==> config.mk <==
export PLATFORM = sky130hd
export DESIGN_NAME = ucmd_decoder
export DESIGN_NICKNAME = d
export VERILOG_FILES = /design/src/rtl/ucmd_pkg.sv /design/src/rtl/ucmd_word_decode.sv /design/src/rtl/ucmd_gap_guard.sv /design/src/rtl/ucmd_pwr_ctl.sv /design/src/rtl/ucmd_decoder.sv
export SDC_FILE = /design/constraint.sdc
export NUM_CORES = 1
export LEC_CHECK = 0
export ABC_AREA = 1
export BUFFER_PORTS_ARGS = -buffer_cell sky130_fd_sc_hd__clkbuf_2
export CORE_UTILIZATION = 29
export DETAILED_ROUTE_END_ITERATION = 16
export PLACE_DENSITY_LB_ADDON = 0.12
export SLEW_MARGIN = 0
export SYNTH_ARGS = -nofsm -noshare
export SYNTH_HDL_FRONTEND = slang
export SYNTH_HIERARCHICAL = 1
export SYNTH_SLANG_ARGS = --single-unit
==> constraint.sdc <==
create_clock -name clk -period 3.7 [get_ports clk]
set_input_delay 0.74 -clock clk [delete_from_list [all_inputs] [get_ports clk]]
set_output_delay 0.74 -clock clk [all_outputs]
set_load 0.05 [all_outputs]
==> src/rtl/ucmd_pkg.sv <==
package ucmd_pkg;

    localparam int WORD_W   = 8;
    localparam int CODE_W   = 4;
    localparam int NUM_CODE = 1 << CODE_W;

    typedef enum logic [CODE_W-1:0] {
        CMD_NOP         = 4'd0,
        CMD_MR_TO_1     = 4'd1,
        CMD_RX_RESET    = 4'd2,
        CMD_TX_RESET    = 4'd3,
        CMD_CLR_ERR     = 4'd4,
        CMD_CLR_BRK_INT = 4'd5,
        CMD_BRK_START   = 4'd6,
        CMD_BRK_STOP    = 4'd7,
        CMD_RTS_LOW     = 4'd8,
        CMD_RTS_HIGH    = 4'd9,
        CMD_TMO_ON      = 4'd10,
        CMD_MR_TO_0     = 4'd11,
        CMD_TMO_OFF     = 4'd12,
        CMD_SPARE       = 4'd13,
        CMD_PD_ENTER    = 4'd14,
        CMD_PD_EXIT     = 4'd15
    } misc_cmd_e;

    typedef enum logic {
        GAP_OPEN,
        GAP_HOLD
    } gap_state_e;

    typedef enum logic {
        PWR_RUN,
        PWR_DOWN
    } pwr_state_e;

    typedef struct packed {
        logic tx_dis;
        logic tx_en;
        logic rx_dis;
        logic rx_en;
    } dir_cmd_t;

endpackage

==> src/rtl/ucmd_word_decode.sv <==
module ucmd_word_decode
    import ucmd_pkg::*;
(
    input  logic                  wr_en,
    input  logic [WORD_W-1:0]     wr_data,
    input  logic                  pd_active,
    output dir_cmd_t              dir_cmd,
    output logic                  conflict_evt,
    output logic                  upper_req,
    output misc_cmd_e             code
);

    logic      low_ok;
    logic      is_cmd;
    logic      allowed;
    dir_cmd_t  raw;

    always_comb begin
        code    = misc_cmd_e'(wr_data[WORD_W-1 -: CODE_W]);
        low_ok  = wr_en && !pd_active;
        raw     = dir_cmd_t'(wr_data[3:0]);

        is_cmd  = (code != CMD_NOP) && (code != CMD_SPARE);
        allowed = !pd_active || (code == CMD_PD_EXIT);
        upper_req = wr_en && is_cmd && allowed;

        dir_cmd.tx_dis = low_ok && raw.tx_dis;
        dir_cmd.tx_en  = low_ok && raw.tx_en && !raw.tx_dis;
        dir_cmd.rx_dis = low_ok && raw.rx_dis;
        dir_cmd.rx_en  = low_ok && raw.rx_en && !raw.rx_dis;

        conflict_evt = low_ok && ((raw.tx_dis && raw.tx_en) ||
                                  (raw.rx_dis && raw.rx_en));
    end

endmodule

==> src/rtl/ucmd_gap_guard.sv <==
module ucmd_gap_guard
    import ucmd_pkg::*;
#(
    parameter int MIN_GAP = 3
) (
    input  logic clk,
    input  logic rst_n,
    input  logic req,
    output logic accept,
    output logic violate
);

    localparam int CW = $clog2(MIN_GAP + 1);

    gap_state_e     state_q, state_d;
    logic [CW-1:0]  cnt_q, cnt_d;
    logic           ready;

    always_ff @(posedge clk or negedge rst_n) begin
        if (!rst_n) begin
            state_q <= GAP_OPEN;
            cnt_q   <= '0;
        end else begin
            state_q <= state_d;
            cnt_q   <= cnt_d;
        end
    end

    always_comb begin
        state_d = state_q;
        cnt_d   = cnt_q;
        unique case (state_q)
            GAP_OPEN: begin
                if (req) begin
                    state_d = GAP_HOLD;
                    cnt_d   = CW'(MIN_GAP - 1);
                end
            end
            GAP_HOLD: begin
                if (cnt_q <= CW'(1)) begin
                    state_d = GAP_OPEN;
                    cnt_d   = '0;
                end else begin
                    cnt_d = cnt_q - CW'(1);
                end
            end
        endcase
    end

    always_comb begin
        ready   = (state_q == GAP_OPEN);
        accept  = req && ready;
        violate = req && !ready;
    end

    initial begin
        assert (MIN_GAP >= 2) else $error("MIN_GAP must be at least 2");
    end

    assert_hold_after_accept_R4: assert property (@(posedge clk) disable iff (!rst_n)
        accept |=> !ready);

    assert_hold_counts_down_R4: assert property (@(posedge clk) disable iff (!rst_n)
        (state_q == GAP_HOLD && cnt_q > CW'(1)) |=> (state_q == GAP_HOLD && cnt_q == $past(cnt_q) - CW'(1)));

endmodule

==> src/rtl/ucmd_pwr_ctl.sv <==
module ucmd_pwr_ctl
    import ucmd_pkg::*;
(
    input  logic clk,
    input  logic rst_n,
    input  logic enter,
    input  logic leave,
    output logic pd_active
);

    pwr_state_e state_q, state_d;

    always_ff @(posedge clk or negedge rst_n) begin
        if (!rst_n) state_q <= PWR_RUN;
        else        state_q <= state_d;
    end

    always_comb begin
        state_d = state_q;
        unique case (state_q)
            PWR_RUN:  if (enter) state_d = PWR_DOWN;
            PWR_DOWN: if (leave) state_d = PWR_RUN;
        endcase
    end

    assign pd_active = (state_q == PWR_DOWN);

    assert_pd_enter_R8: assert property (@(posedge clk) disable iff (!rst_n)
        enter |=> pd_active);

    assert_pd_leave_R8: assert property (@(posedge clk) disable iff (!rst_n)
        leave |=> !pd_active);

endmodule

==> src/rtl/ucmd_decoder.sv <==
module ucmd_decoder
    import ucmd_pkg::*;
#(
    parameter int MIN_GAP = 3
) (
    input  logic                 clk,
    input  logic                 rst_n,
    input  logic                 wr_en,
    input  logic [7:0]           wr_data,
    output logic                 tx_enable_p,
    output logic                 tx_disable_p,
    output logic                 rx_enable_p,
    output logic                 rx_disable_p,
    output logic [15:0]          misc_pulse,
    output logic                 mr_ptr_sel,
    output logic                 rts_n,
    output logic                 timeout_mode,
    output logic                 power_down,
    output logic                 conflict_flag,
    output logic                 gap_violation
);

    dir_cmd_t             dir_cmd;
    logic                 conflict_evt;
    logic                 upper_req;
    misc_cmd_e            code;
    logic                 accept;
    logic                 violate;
    logic                 pd_active;
    logic [NUM_CODE-1:0]  misc_d;

    ucmd_word_decode u_decode (
        .wr_en        (wr_en),
        .wr_data      (wr_data),
        .pd_active    (pd_active),
        .dir_cmd      (dir_cmd),
        .conflict_evt (conflict_evt),
        .upper_req    (upper_req),
        .code         (code)
    );

    ucmd_gap_guard #(.MIN_GAP(MIN_GAP)) u_gap (
        .clk     (clk),
        .rst_n   (rst_n),
        .req     (upper_req),
        .accept  (accept),
        .violate (violate)
    );

    ucmd_pwr_ctl u_pwr (
        .clk       (clk),
        .rst_n     (rst_n),
        .enter     (misc_d[CMD_PD_ENTER]),
        .leave     (misc_d[CMD_PD_EXIT]),
        .pd_active (pd_active)
    );

    for (genvar i = 0; i < NUM_CODE; i++) begin : g_misc
        assign misc_d[i] = accept && (code == misc_cmd_e'(i));
    end

    always_ff @(posedge clk or negedge rst_n) begin
        if (!rst_n) begin
            tx_enable_p   <= 1'b0;
            tx_disable_p  <= 1'b0;
            rx_enable_p   <= 1'b0;
            rx_disable_p  <= 1'b0;
            misc_pulse    <= '0;
            mr_ptr_sel    <= 1'b0;
            rts_n         <= 1'b1;
            timeout_mode  <= 1'b0;
            conflict_flag <= 1'b0;
            gap_violation <= 1'b0;
        end else begin
            tx_enable_p  <= dir_cmd.tx_en;
            tx_disable_p <= dir_cmd.tx_dis;
            rx_enable_p  <= dir_cmd.rx_en;
            rx_disable_p <= dir_cmd.rx_dis;
            misc_pulse   <= misc_d;
            if (misc_d[CMD_MR_TO_1])  mr_ptr_sel   <= 1'b1;
            if (misc_d[CMD_MR_TO_0])  mr_ptr_sel   <= 1'b0;
            if (misc_d[CMD_RTS_LOW])  rts_n        <= 1'b0;
            if (misc_d[CMD_RTS_HIGH]) rts_n        <= 1'b1;
            if (misc_d[CMD_TMO_ON])   timeout_mode <= 1'b1;
            if (misc_d[CMD_TMO_OFF])  timeout_mode <= 1'b0;
            if (conflict_evt)         conflict_flag <= 1'b1;
            if (violate)              gap_violation <= 1'b1;
        end
    end

    assign power_down = pd_active;

    assert_misc_onehot_R3: assert property (@(posedge clk) disable iff (!rst_n)
        $onehot0(misc_pulse));

    assert_no_idle_code_R3: assert property (@(posedge clk) disable iff (!rst_n)
        !misc_pulse[CMD_NOP] && !misc_pulse[CMD_SPARE]);

    assert_misc_spaced_R4: assert property (@(posedge clk) disable iff (!rst_n)
        (misc_pulse != '0) |=> (misc_pulse == '0));

    assert_tx_exclusive_R2: assert property (@(posedge clk) disable iff (!rst_n)
        !(tx_enable_p && tx_disable_p));

    assert_rx_exclusive_R2: assert property (@(posedge clk) disable iff (!rst_n)
        !(rx_enable_p && rx_disable_p));

    assert_conflict_sticky_R2: assert property (@(posedge clk) disable iff (!rst_n)
        conflict_flag |=> conflict_flag);

    assert_violation_sticky_R4: assert property (@(posedge clk) disable iff (!rst_n)
        gap_violation |=> gap_violation);

    assert_mr_one_R5: assert property (@(posedge clk) disable iff (!rst_n)
        misc_pulse[CMD_MR_TO_1] |-> mr_ptr_sel);

    assert_mr_zero_R5: assert property (@(posedge clk) disable iff (!rst_n)
        misc_pulse[CMD_MR_TO_0] |-> !mr_ptr_sel);

    assert_rts_low_R6: assert property (@(posedge clk) disable iff (!rst_n)
        misc_pulse[CMD_RTS_LOW] |-> !rts_n);

    assert_rts_high_R6: assert property (@(posedge clk) disable iff (!rst_n)
        misc_pulse[CMD_RTS_HIGH] |-> rts_n);

    assert_tmo_on_R7: assert property (@(posedge clk) disable iff (!rst_n)
        misc_pulse[CMD_TMO_ON] |-> timeout_mode);

    assert_tmo_off_R7: assert property (@(posedge clk) disable iff (!rst_n)
        misc_pulse[CMD_TMO_OFF] |-> !timeout_mode);

    assert_pd_silence_R8: assert property (@(posedge clk) disable iff (!rst_n)
        $past(power_down) |-> (misc_pulse[14:0] == '0 && !tx_enable_p && !tx_disable_p &&
                               !rx_enable_p && !rx_disable_p && $stable(rts_n) &&
                               $stable(mr_ptr_sel) && $stable(timeout_mode)));

endmodule

Yosys cells after proc, flatten, opt, wreduce, memory -nomap -nowiden
Cells that the tools add are included.
{ "totals": {"in_bits": 11, "ff_bits": 29} }
{ "op_classes": {"n_eq_ne": 17, "order_cmp": 1, "n_reduce_logical": 41, "bitwise": 2, "add_sub_neg": 1, "n_mux": 15} }
{ "op_table": {"columns": ["operator", "n"], "rows": [
  ["== test 4 bit, second input constant", 8],
  ["logical AND 1 bit", 31],
  ["== test 4 x 3 -> 1 bit, second input constant", 4],
  ["2-to-1 mux 1 bit", 10],
  ["== test 4 x 2 -> 1 bit, second input constant", 2],
  ["nonzero test 2 bit", 3],
  ["== test 4 x 1 -> 1 bit, second input constant", 1],
  ["logical NOT 4 bit", 1],
  ["2-to-1 mux 2 bit", 2],
  ["inequality test 4 bit, second input constant", 1],
  ["case mux 1 bit (2 select lines)", 2],
  ["case mux 2 bit (2 select lines)", 1],
  ["nonzero test 4 bit", 1],
  ["logical NOT 1 bit", 3],
  ["less-or-equal comparator 2 x 1 -> 1 bit, second input constant", 1],
  ["logical OR 1 bit", 2],
  ["inequality test 2 x 1 -> 1 bit, second input constant", 1],
  ["inverter 1 bit", 2],
  ["subtractor 2 x 1 -> 2 bit, second input constant", 1]
]} }

Longest topological paths before layout
{ "logic_depth": {"depth_word": 8, "mapped_depth": 12, "ltp_nobuf": 12} }

Modules after synthesis
The synthesis kept the hierarchy.
{ "modules_own_cells": {"columns": ["mod", "area_per_inst_um2", "cells_each", "instances"], "rows": [
  ["ucmd_decoder", 822.0, 66, 1],
  ["ucmd_word_decode", 137.6, 29, 1],
  ["ucmd_gap_guard", 135.1, 18, 1],
  ["ucmd_pwr_ctl", 43.8, 6, 1]
]} }

Worst setup path before layout
No wires, ideal clock.
{ "synth_path": {"kind": "in2reg", "startpoint": "in wr_data[7]", "endpoint": "reg u_pwr.state_q, in the netlist u_pwr/pd_active", "path_stages": 12, "required_ps": 3582, "t_arrival_ps": 1800, "slack_ps": 1782, "setup_ps": 118, "path_cell_list": "nand2_1 inv_1 nand2_1 nand3_1 nor2_1 nand2_2 inv_1 inv_1 nor3_1 inv_1 nand2_1 nand2_1"} }
{ "synth_via": {"elab_chain_len": 8, "word_cells_on_any_way": 14} }
{ "synth_rtl": {"columns": ["item", "line", "rtl"], "rows": [
  ["from (decl)", "ucmd_decoder.sv:9", "input logic [7:0] wr_data,"],
  ["inequality test 4 bit or nonzero test 4 bit (tied branches)", "ucmd_word_decode.sv:23", "is_cmd = (code != CMD_NOP) && (code != CMD_SPARE);"],
  ["logical AND 1 bit", "ucmd_word_decode.sv:23", null],
  ["logical AND 1 bit", "ucmd_word_decode.sv:25", "upper_req = wr_en && is_cmd && allowed;"],
  ["logical AND 1 bit (*)", "ucmd_word_decode.sv:25", null],
  ["net upper_req", "ucmd_decoder.sv:25", "logic upper_req;"],
  ["logical AND 1 bit (*)", "ucmd_gap_guard.sv:52", "accept = req && ready;"],
  ["net accept", "ucmd_decoder.sv:27", "logic accept;"],
  ["logical AND 1 bit (*)", "ucmd_decoder.sv:59", "assign misc_d[i] = accept && (code == misc_cmd_e'(i));"],
  ["net misc_d[15]", "ucmd_decoder.sv:30", "logic [NUM_CODE-1:0] misc_d;"],
  ["2-to-1 mux 1 bit (*)", "ucmd_pwr_ctl.sv:22", "PWR_DOWN: if (leave) state_d = PWR_RUN;"],
  ["case mux 1 bit (2 select lines) (*)", "ucmd_pwr_ctl.sv:20", "unique case (state_q)"],
  ["net u_pwr.state_d", "ucmd_pwr_ctl.sv:11", "pwr_state_e state_q, state_d;"],
  ["to (signal assigned)", "ucmd_pwr_ctl.sv:15", "else state_q <= state_d;"],
  ["to (decl)", "ucmd_pwr_ctl.sv:11", null]
]} }
Mark *: on every way through the listed nets, which the timed path passes. The rest lies on a longest branch.
A chain may end at the register's enable or synchronous reset.

Final worst setup path
{ "layout_path": {"startpoint": "in wr_data[5]", "endpoint": "reg u_pwr.state_q, in the netlist u_pwr/pd_active"} }
The elaborated chain is that of the path after synthesis.

==> qor.yml <==
floorplanning:
  rows: 22
  die_h_um: 64.7
  start_util_pct: 30.6
  ios: 37
  die_w_um: 64.7
  core_um2: 3720
  die_area_um2: 4180
layout:
  seq_area_um2: 727
  diodes: 0
  syn2layout_area_growth_pct: 29.0
  layout-drive-gt1-share_pct: 35.2
  final_cell_mix: "clkbuf_2 (36), dfrtp_1 (28), nand2_1 (23), nor2_1 (20), inv_1 (19)"
  fill_cells: 385
  final_common_cell: "clkbuf_2"
  final_nets: 169
  reg_top3: "misc_pulse: 16 flops, u_gap/cnt_q: 2 flops"
  final_util_pct: 39.5
  largest_reg_flops: 16
  regMostFlops: "misc_pulse"
  final_cells: 207
  multi_input_area_um2: 303
critical_path:
  critPathMaxFanout: 7
  cp-end-kind: "flop"
  worstPathArrival_ns: 2.11
  crit_chain: "clkbuf_2, nand2_1, nor2_1, nor2_1, nor2_1, nand2_2, inv_1, inv_1, nor3_1, inv_1, nand2_1, nand2_1"
  slowest_delay_ns: 0.26
  cp_slowest_cell: "nor3_1"
  worst-setup-path-type: "in2reg"
  required_ns: 3.86
  cp-start-kind: "input pin"
clock_tree:
  post_cts_buffers: 0
  cts_tree: "yes"
  htree_levels: 2
  cts_resized: 0
  clockBufferDepth: 2
  cts_root_buf: "clkbuf_8"
  numCtsBuffers: 5
  clkTransAtPathRegs_ns: 0.06
  hold_buffers: 0
  cts_sinks: 29
  clkLatencyLatePin_ns: 0.28
drt:
  ant_nets: 0
  wl_met2_um: 944
  wl_per_cell_um: 9.91
  num_vias: 837
  highest_layer: "met3"
  drc: 0
  drt-total-wl_um: 2050
  wl_met3_um: 108
  drt-initial-drc-count: 49
  wl_met1_um: 999
  dr.pass1.iters: 4
  via_per_inst: 4.04
grt:
  first_global_vias: 789
  grt_overflow: 0
  grt_first_pass_wirelength_um: 3480
  antenna_found_initial: 0
  grt_max_degree: 30
  track_usage_pct: 11.4
placement:
  portBuffers: 36
  pre_cts_slack_ns: 1.45
  place_inst: 199
  globalplace.congestion: 0.764
  hpwl_um: 1550
timing:
  max_clock_freq_mhz: 513
  clock_skew_ns: 0.00791
  finalCritPeriodShare_pct: 52.7
  tightestPinTransition_ns: 0.694
  worst_slack_ns: 1.75
  fin_crit_ns: 1.95
  slew_viol_final: 0
  hold_viol: 0
  rsz0062_at_grt: "false"
  relSlewSlack_pct: 53.7
  tns_ns: 0
  setup_viol: 0
logic_synthesis:
  synth_area_per_cell_um2: 9.57
  synthesis.area_um2: 1140
  yosys.cell_types.count: 17
  synth-seq-cells: 29
  postSynthCellCount: 119
  syn_nets: 130
  ys.warnings.count: 6
  ys_seq_area_share_pct: 63.8
pwr:
  peakVddDrop_mv: 0.286
  p_leak_nw: 0.820
  power.density_nw_per_um2: 676
run_status:
  status: "finished clean"
worst_hold_path:
  min_path_type: "reg2reg"
run:
  maxCapViolCount: 0
through the flow:
| step | cell area [um^2] | hold slack [ns] | power (W) |
|---|---|---|---|
| 6_report | 1470 | 0.468 | 0.000993 |
| 5_1_grt | 1470 | 0.496 | 0.00105 |
| 4_1_cts | 1470 | 0.473 | 0.00101 |
| 3_5_place_dp | 1350 | 0.458 | 0.000669 |
| 3_3_place_gp | 1350 | 0.449 | 0.000666 |
| 2_1_floorplan | 1140 | 0.442 | 0.000605 |
cells in the mapped netlist (all sizes together):
| cell | number | area (um^2) |
|---|---|---|
| dfstp | 1 | 26.3 |
| a21oi | 2 | 10.0 |
| nand3 | 5 | 30.0 |
| buf | 4 | 30.0 |
| nor3b | 1 | 12.5 |
| dfrtp | 28 | 701 |
| inv | 21 | 78.8 |
| or2 | 2 | 12.5 |
| nand2 | 25 | 98.8 |
| o21ai | 1 | 5.00 |
| nor3 | 7 | 46.3 |
| nor2 | 22 | 87.6 |
cell type report:
cell class,instances,share of cell area [%]
multi-input cells,65,20.6
clock inverters,2,2.56
repair buffers,36,12.3
clock buffers,6,5.62
inverters,21,5.37
well taps,48,4.09
flip-flops and latches,29,49.5
metal layers:
layer,up-vias,track usage (%)
met5,-,0
met4,0,5.83
met3,0,5.11
met2,22,16.6
met1,387,14.2
li1,428,-
kinds of logic after synthesis:
family / share of synthesized area (%)
DFF: 63.8
buffers and inverters: 9.56
and+or+nand+nor: 25.3
AOI/OAI and AO/OA: 1.32
worst paths after layout:
check | from | end | slack, ns | cells past startpoint
worst max-delay path | wr_data[5] | u_pwr/pd_active | 1.75 | 12
worst min-delay path | gap_violation | gap_violation | 0.47 | 1
worst max register to register | u_pwr/pd_active | u_pwr/pd_active | 2.05 | 10
worst min register to register | gap_violation | gap_violation | 0.47 | 1
max in group asynchronous | rst_n | gap_violation | 2.75 | 1
min in group asynchronous | rst_n | misc_pulse[5] | 0.50 | 1
worst max-delay path: cells and delay by family:
family,cells,cell delay (ns)
AND/OR/NAND/NOR,8,0.86
buffers and inverters,4,0.50
where the power goes:
part	internal, W	switching, W
clock network	0.000219	0.000114
registers	0.000367	0.0000294
logic	0.0000603	0.000203
(Power assumes the default switching activity.)
